`config.mk`:
```
export PLATFORM = sky130hd
export DESIGN_NAME = async_sram_ctrl
export DESIGN_NICKNAME = d
export VERILOG_FILES = /design/src/rtl/sram_ctrl_pkg.sv /design/src/rtl/sram_wait_timer.sv /design/src/rtl/sram_io_latch.sv /design/src/rtl/async_sram_ctrl.sv
export SDC_FILE = /design/constraint.sdc
export NUM_CORES = 1
export LEC_CHECK = 0
export ABC_AREA = 1
export BUFFER_PORTS_ARGS = -buffer_cell sky130_fd_sc_hd__buf_2
export CAP_MARGIN = 0
export CORE_ASPECT_RATIO = 1.25
export CORE_MARGIN = 2
export CORE_UTILIZATION = 30
export DETAILED_ROUTE_END_ITERATION = 12
export SYNTH_ARGS = -nofsm -noshare
export SYNTH_HDL_FRONTEND = slang
export SYNTH_SLANG_ARGS = --single-unit
```
`constraint.sdc`:
```
create_clock -name clk -period 2.8 [get_ports clk]
set_clock_uncertainty 0.2 [all_clocks]
set_input_delay 0.42 -clock clk [delete_from_list [all_inputs] [get_ports clk]]
set_output_delay 0.42 -clock clk [all_outputs]
set_load 0.01 [all_outputs]
```
`src/rtl/sram_ctrl_pkg.sv`:
```
`timescale 1ns/1ps
package sram_ctrl_pkg;

    typedef enum logic [2:0] {
        ST_IDLE,
        ST_RD_ACCESS,
        ST_RD_FLOAT,
        ST_WR_PULSE,
        ST_WR_RECOVER
    } ctrl_state_e;

    // Nanoseconds to whole clock cycles, rounded up, never below one.
    function automatic int ns_to_cyc(input int ns, input int period_ns);
        int c;
        c = (ns + period_ns - 1) / period_ns;
        if (c < 1) c = 1;
        return c;
    endfunction

    function automatic int max2(input int a, input int b);
        return (a > b) ? a : b;
    endfunction

endpackage

```
`src/rtl/sram_wait_timer.sv`:
```
`timescale 1ns/1ps
module sram_wait_timer #(
    parameter int CNT_W = 3
) (
    input  logic             clk,
    input  logic             rst_n,
    input  logic             load,
    input  logic [CNT_W-1:0] load_val,
    output logic             zero
);
    logic [CNT_W-1:0] cnt_q;

    always_ff @(posedge clk) begin
        if (!rst_n) begin
            cnt_q <= '0;
        end else if (load) begin
            cnt_q <= load_val;
        end else if (cnt_q != '0) begin
            cnt_q <= cnt_q - 1'b1;
        end
    end

    assign zero = (cnt_q == '0);
endmodule

```
`src/rtl/sram_io_latch.sv`:
```
`timescale 1ns/1ps
module sram_io_latch #(
    parameter int ADDR_W = 15,
    parameter int DATA_W = 8
) (
    input  logic              clk,
    input  logic              rst_n,
    input  logic              take_req,
    input  logic [ADDR_W-1:0] req_addr,
    input  logic [DATA_W-1:0] req_wdata,
    input  logic              take_rd,
    input  logic [DATA_W-1:0] dq_i,
    output logic [ADDR_W-1:0] addr_q,
    output logic [DATA_W-1:0] wdata_q,
    output logic [DATA_W-1:0] rdata_q
);
    always_ff @(posedge clk) begin
        if (!rst_n) begin
            addr_q  <= '0;
            wdata_q <= '0;
        end else if (take_req) begin
            addr_q  <= req_addr;
            wdata_q <= req_wdata;
        end
    end

    always_ff @(posedge clk) begin
        if (!rst_n) begin
            rdata_q <= '0;
        end else if (take_rd) begin
            rdata_q <= dq_i;
        end
    end
endmodule

```
`src/rtl/async_sram_ctrl.sv`:
```
`timescale 1ns/1ps
module async_sram_ctrl
    import sram_ctrl_pkg::*;
#(
    parameter int ADDR_W        = 15,
    parameter int DATA_W        = 8,
    parameter int CLK_PERIOD_NS = 4,
    parameter int T_AA_NS       = 12,
    parameter int T_OHZ_NS      = 6,
    parameter int T_WP_NS       = 10,
    parameter int T_DW_NS       = 7,
    parameter int T_AW_NS       = 10,
    parameter int T_WR_NS       = 1,
    parameter int T_WC_NS       = 12
) (
    input  logic              clk,
    input  logic              rst_n,
    input  logic              req,
    input  logic              req_wr,
    input  logic [ADDR_W-1:0] req_addr,
    input  logic [DATA_W-1:0] req_wdata,
    output logic              ready,
    output logic [DATA_W-1:0] rd_data,
    output logic              done,
    output logic [ADDR_W-1:0] sram_addr,
    output logic              sram_cs_n,
    output logic              sram_we_n,
    output logic              sram_oe_n,
    output logic [DATA_W-1:0] sram_dq_o,
    output logic              sram_dq_oe,
    input  logic [DATA_W-1:0] sram_dq_i
);
    localparam int AA_CYC  = ns_to_cyc(T_AA_NS, CLK_PERIOD_NS);
    localparam int HZ_CYC  = ns_to_cyc(T_OHZ_NS, CLK_PERIOD_NS);
    localparam int WP_CYC  = max2(ns_to_cyc(T_WP_NS, CLK_PERIOD_NS),
                                  max2(ns_to_cyc(T_DW_NS, CLK_PERIOD_NS),
                                       ns_to_cyc(T_AW_NS, CLK_PERIOD_NS)));
    localparam int WC_CYC  = ns_to_cyc(T_WC_NS, CLK_PERIOD_NS);
    localparam int REC_CYC = max2(ns_to_cyc(T_WR_NS, CLK_PERIOD_NS), WC_CYC - WP_CYC);
    localparam int MAX_CYC = max2(max2(AA_CYC, HZ_CYC), max2(WP_CYC, REC_CYC));
    localparam int CNT_W   = $clog2(MAX_CYC + 1);

    ctrl_state_e state_q, state_d;
    logic             tmr_zero;
    logic             tmr_load;
    logic [CNT_W-1:0] tmr_val;
    logic             accept;
    logic             rd_take;
    logic             done_q;

    assign accept  = (state_q == ST_IDLE) && req;
    assign rd_take = (state_q == ST_RD_ACCESS) && tmr_zero;

    always_comb begin
        state_d = state_q;
        unique case (state_q)
            ST_IDLE:       if (req)      state_d = req_wr ? ST_WR_PULSE : ST_RD_ACCESS;
            ST_RD_ACCESS:  if (tmr_zero) state_d = ST_RD_FLOAT;
            ST_RD_FLOAT:   if (tmr_zero) state_d = ST_IDLE;
            ST_WR_PULSE:   if (tmr_zero) state_d = ST_WR_RECOVER;
            ST_WR_RECOVER: if (tmr_zero) state_d = ST_IDLE;
            default:                     state_d = ST_IDLE;
        endcase
    end

    assign tmr_load = (state_d != state_q);

    always_comb begin
        unique case (state_d)
            ST_RD_ACCESS:  tmr_val = CNT_W'(AA_CYC - 1);
            ST_RD_FLOAT:   tmr_val = CNT_W'(HZ_CYC - 1);
            ST_WR_PULSE:   tmr_val = CNT_W'(WP_CYC - 1);
            ST_WR_RECOVER: tmr_val = CNT_W'(REC_CYC - 1);
            default:       tmr_val = '0;
        endcase
    end

    always_ff @(posedge clk) begin
        if (!rst_n) begin
            state_q <= ST_IDLE;
            done_q  <= 1'b0;
        end else begin
            state_q <= state_d;
            done_q  <= tmr_zero && ((state_q == ST_RD_ACCESS) || (state_q == ST_WR_RECOVER));
        end
    end

    always_comb begin
        sram_cs_n  = 1'b1;
        sram_we_n  = 1'b1;
        sram_oe_n  = 1'b1;
        sram_dq_oe = 1'b0;
        unique case (state_q)
            ST_RD_ACCESS: begin
                sram_cs_n = 1'b0;
                sram_oe_n = 1'b0;
            end
            ST_WR_PULSE: begin
                sram_cs_n  = 1'b0;
                sram_we_n  = 1'b0;
                sram_dq_oe = 1'b1;
            end
            ST_WR_RECOVER: begin
                sram_cs_n  = 1'b0;
                sram_dq_oe = 1'b1;
            end
            default: ;
        endcase
    end

    sram_wait_timer #(.CNT_W(CNT_W)) u_timer (
        .clk      (clk),
        .rst_n    (rst_n),
        .load     (tmr_load),
        .load_val (tmr_val),
        .zero     (tmr_zero)
    );

    sram_io_latch #(.ADDR_W(ADDR_W), .DATA_W(DATA_W)) u_latch (
        .clk       (clk),
        .rst_n     (rst_n),
        .take_req  (accept),
        .req_addr  (req_addr),
        .req_wdata (req_wdata),
        .take_rd   (rd_take),
        .dq_i      (sram_dq_i),
        .addr_q    (sram_addr),
        .wdata_q   (sram_dq_o),
        .rdata_q   (rd_data)
    );

    assign ready = (state_q == ST_IDLE);
    assign done  = done_q;
endmodule

```
-- Word-level counts from Yosys, hierarchy flattened
Cells that the tools add are included.
- $add $sub $neg: 1
- equality and inequality tests: 8
- multiplexer cells: 13
- reductions and logical operators: 12
- operator list (kind ; count):
    $eq 3x2->1 const B ; 4
    $mux 3 ; 4
    $pmux 3 s4 ; 1
    $eq 3x1->1 const B ; 2
    $mux 2 ; 3
    $reduce_or 2->1 ; 3
    $mux 1 ; 4
    $pmux 2 s2 ; 1
    $reduce_bool 2->1 ; 2
    $eq 3x3->1 const B ; 1
    $logic_and 1x1->1 ; 3
    $logic_not 3->1 ; 1
    $ne 3x3->1 ; 1
    $reduce_or 3->1 ; 1
    $logic_not 2->1 ; 1
    $sub 2x1->2 const B ; 1
    $logic_or 1x1->1 ; 1
- register bits: 37
- output and inout bits: 37
- word-level logic and storage cells: 40

-- Longest topological paths before layout
- depth in word-level cells: 7
- mapped depth: 10
- mapped depth without buffers: 9

-- Hierarchy
A second synthesis with hierarchy kept.
- cell total of the unflattened synthesis: 261
- area, all modules: 1770.4 µm²
- modules (own cells, without submodules) (module ; times used ; cells an instance ; area each (µm²) ; seq. area each (µm²)):
    sram_io_latch ; 1 ; 196 ; 1336.3 ; 620.6
    async_sram_ctrl ; 1 ; 49 ; 324.1 ; 80.1
    sram_wait_timer ; 1 ; 16 ; 110.1 ; 40.0

-- Worst setup path before layout
No wires, ideal clock.
- path kind: register to register
- from: register u_timer.cnt_q[0]
- to: register u_timer.cnt_q[0]
- arrival time: 1316 ps
- data required time: 2485 ps
- slack: 1169 ps
- stages on the path, launching flop included: 11
- buffers on the path: 1
- period minus slack after synthesis: 1631 ps
- cells stage by stage: dfxtp_1 -> inv_1 -> ha_1 -> buf_6 -> nor2_1 -> nand2_1 -> a21boi_1 -> nor2_2 -> nand3_1 -> nand2_1 -> nor2_1
- longest elaborated chain between the ends: 7
- elaborated cells between the ends (all ways): 16
- classes of those cells: 1 x add/sub; 4 x eq/ne; 7 x mux; 4 x reduce/logical
- ends and longest elaborated chain (item ; line ; source):
    start, declared ; sram_wait_timer.sv:11 ; logic [CNT_W-1:0] cnt_q;
    start signal, assigned ; sram_wait_timer.sv:17 ; cnt_q <= load_val;
    start signal, assigned ; sram_wait_timer.sv:19 ; cnt_q <= cnt_q - 1'b1;
    $logic_not 2->1 ; sram_wait_timer.sv:23 ; assign zero = (cnt_q == '0);
    $mux 3, on equally long branches ; n/a ;
    $pmux 3 s4 ; async_sram_ctrl.sv:56 ; unique case (state_q)
    $eq 3x2->1 or $eq 3x1->1 (tied branches) ; async_sram_ctrl.sv:69 ; unique case (state_d)
    $reduce_or 2->1 (no source line) ; n/a ;
    $pmux 2 s2 ; async_sram_ctrl.sv:69 ;
    $mux 2 ; sram_wait_timer.sv:16 ; end else if (load) begin
Parallel ways exist; a longest one is shown, timed or not. The select of a mux whose other input is x is not followed.
A chain may end at the register's enable or synchronous reset.

-- Worst setup path in the final report
- from: register state_q[1]
- to: output port ready
- longest elaborated chain between the ends: 1
- ends and longest elaborated chain (item ; line ; source):
    start, declared ; async_sram_ctrl.sv:43 ; ctrl_state_e state_q, state_d;
    start signal, assigned ; async_sram_ctrl.sv:83 ; state_q <= state_d;
    $logic_not 3->1 ; async_sram_ctrl.sv:132 ; assign ready = (state_q == ST_IDLE);
    end, declared ; async_sram_ctrl.sv:22 ; output logic ready,
Every way passes these cells.

==> impl_metrics.csv <==
group,metric,value,unit
logic_synthesis,yosysSeqAreaShare,0.4848,
grt,antenna_found_initial,0,
logic_synthesis,yosysWarnings,0,
floorplan,num_io_pins,72,
floorplan,die_h,83.79,microns
grt,grt_pass1_vias,1337,
logic_synthesis,synthMostInstantiatedCell,"dfxtp_1",
cts,htreeDepth,2,
timing,rsz0062_at_grt,"no",
placed_design,gp_congestion,0.7699,
critical_path,r2r_slack,1.04,ns
floorplan,coreArea,5007,sq um
timing,worstMarginPinSlew,0.4717,ns
layout,nNetsFinal,307,
logic_synthesis,synth_edf_count,0,
logic_synthesis,synth_area_leaders,"dfxtp_1, a21oi_1, nand2_1, nand3_1, nor2_1",
floorplan,die_area,5683,sq um
placed_design,place_area,1918,sq um
timing,slew_violations,0,
power,ir_drop,0.3671,mV
timing,setup_viol,0,
critical_path,criticalPathCategory,"reg -> out",
detailed_routing,drt_wl_total,3645,microns
layout,areaGrowthSynthToFinish,33.09,%
critical_path,critPathRequiredTime,2.18,ns
critical_path,startpoint,"state_q[1]",
power,power,1.921,mW
timing,hold_viol_final,0,
cts,cts_root_buf,"clkbuf_8",
logic_synthesis,yosysTopAreaCellShare,0.4848,
cts,cts.sinks,37,
timing,fin_crit,2.036,ns
floorplan,rows,29,
critical_path,critPathMaxFanout,15,
cts,cts_inserted_buffers,5,
critical_path,crit_path_start_kind,"flop",
timing,hold_ws,0.1776,ns
cts,clk_latency,0.29,ns
critical_path,regToRegStartpoint,"u_timer.cnt_q[0]",
cts,cts_hold_buf,0,
logic_synthesis,synth_cell_types,24,
critical_path,arrival,1.42,ns
timing,fin_setup_tns,0,ns
logic_synthesis,syn_nets,237,
logic_synthesis,synth_top_cell_by_area,"dfxtp_1",
floorplan,die_w,67.83,microns
flow_run,maxCapViolations,0,
cts,cts_resized,0,
power,power_density,944.9,nW/um^2
critical_path,r2r_cells,9,
detailed_routing,viasPerCell,4.596,
power,p_leak,0.9649,nW
placed_design,placedCellCount,326,
critical_path,reg2reg_to,"u_timer.cnt_q[0]",
timing,clock.fmax,491.2,MHz
grt,grt_pass1_wl,5727,microns
status,status,"complete, no violations",
detailed_routing,avgRoutedWirePerCell,10.91,microns
floorplan,start_util,0.3051,
layout,final_layout_size_suffix_gt1_frac,0.3456,
grt,grt_max_degree,27,
cts,cts.clk_slew.worst_paths,0.08,ns
hold_path,min_path_type,"in -> reg",
layout,finalNonFillerCells,334,
logic_synthesis,synth_seq_cells,37,
timing,post-route-period-util,0.7271,
detailed_routing,drcViolationCount,0,
placed_design,dp_hpwl,2643,microns
critical_path,crit_path_end,"ready",
logic_synthesis,synthTopCellsByCount,"dfxtp_1, nand2_1, nor2_1, a21oi_1, nand3_1",
timing,maxSlewHeadroom,0.6855,
grt,grt_usage,0.1300,
detailed_routing,vias,1535,
cts,cts_tree,"built",
layout,post-route-cell-area,2033,sq um
grt,grt-ovfl-total,0,
placed_design,portBuffers,71,
logic_synthesis,syn_inst,201,
layout,n_antenna_cell,0,
detailed_routing,dr.pass1.iters,4,
logic_synthesis,postSynth.asyncResetShare,0,
detailed_routing,drt_iter0_drc,53,
critical_path,end_kind,"output pin",
logic_synthesis,ys.flop_type,"dfxtp_1",
detailed_routing,detail-route-antenna-nets,0,
cts,clk_path_buf_depth,2,
logic_synthesis,syn_area,1528,sq um
cts,post-cts-setup-buffer-count,0,
logic_synthesis,postSynthAreaPerCell,7.601,sq um
report_power, final:
part	total, mW	leakage, nW	switching [mW]	internal (mW)
clock network	0.461	0.0543	0.194	0.266
registers	0.708	0.303	0.0693	0.639
logic	0.752	0.607	0.468	0.285
per-layer routing:
layer  share of wire  up-vias  global-route usage  wire (microns)
met2            0.47       55              0.2201            1719
met5               0        -                   0               0
met3           0.085        4             0.05263             309
met1            0.43      682              0.1461            1585
li1                -      794                   -               -
met4          0.0085        0             0.03818              31
critical path, stage by stage (launching register included):
cell and delay (ns):
dfxtp_1 0.37, inv_2 0.14, nand2_2 0.10, nor2_4 0.31, buf_2 0.21
how the worst min path moves through the flow:
stage | startpoint | to | slack [ns] | cells after the start
after floorplan | u_latch.addr_q[10] | u_latch.addr_q[10] | 0.29 | 2
after global placement | u_latch.addr_q[8] | u_latch.addr_q[8] | 0.25 | 2
after detailed placement | u_latch.addr_q[7] | u_latch.addr_q[7] | 0.26 | 2
after CTS | sram_dq_i[0] | u_latch.rdata_q[0] | 0.17 | 3
after global routing | req_addr[13] | u_latch.addr_q[13] | 0.17 | 3
final | sram_dq_i[7] | u_latch.rdata_q[7] | 0.18 | 3
layout make-up:
type | count | area [sq um]
inverters | 13 | 48.80
flip-flops and latches | 37 | 740.7
repair buffers | 74 | 377.9
clock buffers | 5 | 68.82
fillers | 565 | 2974
multi-input cells | 140 | 673.1
well taps | 62 | 77.57
clock inverters | 3 | 46.29
flip-flops by register name, indices dropped and copies added, names as in the netlist:
signal / count
u_latch.addr_q: 15
u_latch.rdata_q: 8
u_latch.wdata_q: 8
state_q: 3
u_timer.cnt_q: 2
done: 1
placed cells by master (no fill, tap or decap):
cell type | synthesis | layout
clkinv_4 | 0 | 1
nor2_2 | 2 | 2
dfxtp_1 | 37 | 37
inv_1 | 8 | 8
nand4_1 | 1 | 1
clkinvlp_4 | 0 | 1
a21oi_1 | 27 | 27
nand2_1 | 36 | 36
buf_2 | 1 | 71
a211oi_1 | 2 | 2
nand2_2 | 3 | 3
xor2_1 | 1 | 1
o21ai_0 | 9 | 9
nor2_4 | 1 | 1
nand3_1 | 25 | 25
ha_1 | 1 | 1
nand4_4 | 1 | 1
clkinv_1 | 1 | 1
a21boi_1 | 1 | 1
buf_4 | 4 | 3
inv_2 | 4 | 4
nor2_1 | 29 | 29
clkbuf_8 | 0 | 5
bufinv_16 | 0 | 1
nand3_2 | 1 | 1
through the flow:
stage          utilization  setup slack, ns
5_1_grt             0.4060           0.6328
3_5_place_dp        0.3831            1.013
3_3_place_gp        0.3831            1.043
2_1_floorplan            -            1.169
4_1_cts             0.4060           0.7340
6_report            0.4060           0.7643
kinds of logic (layout without fill, tap and decap cells):
kind of cell               after synthesis  in the layout  share of synthesized area
and+or+nand+nor                         99             99                     0.2940
DFF                                     37             37                     0.4848
AOI/OAI and AO/OA                       39             39                     0.1327
xor gates and xnor gates                 1              1                   0.005734
buffers and inverters                   24             95                    0.07452
adders and majority gates                1              1                   0.008189
(Power assumes the default switching activity.)
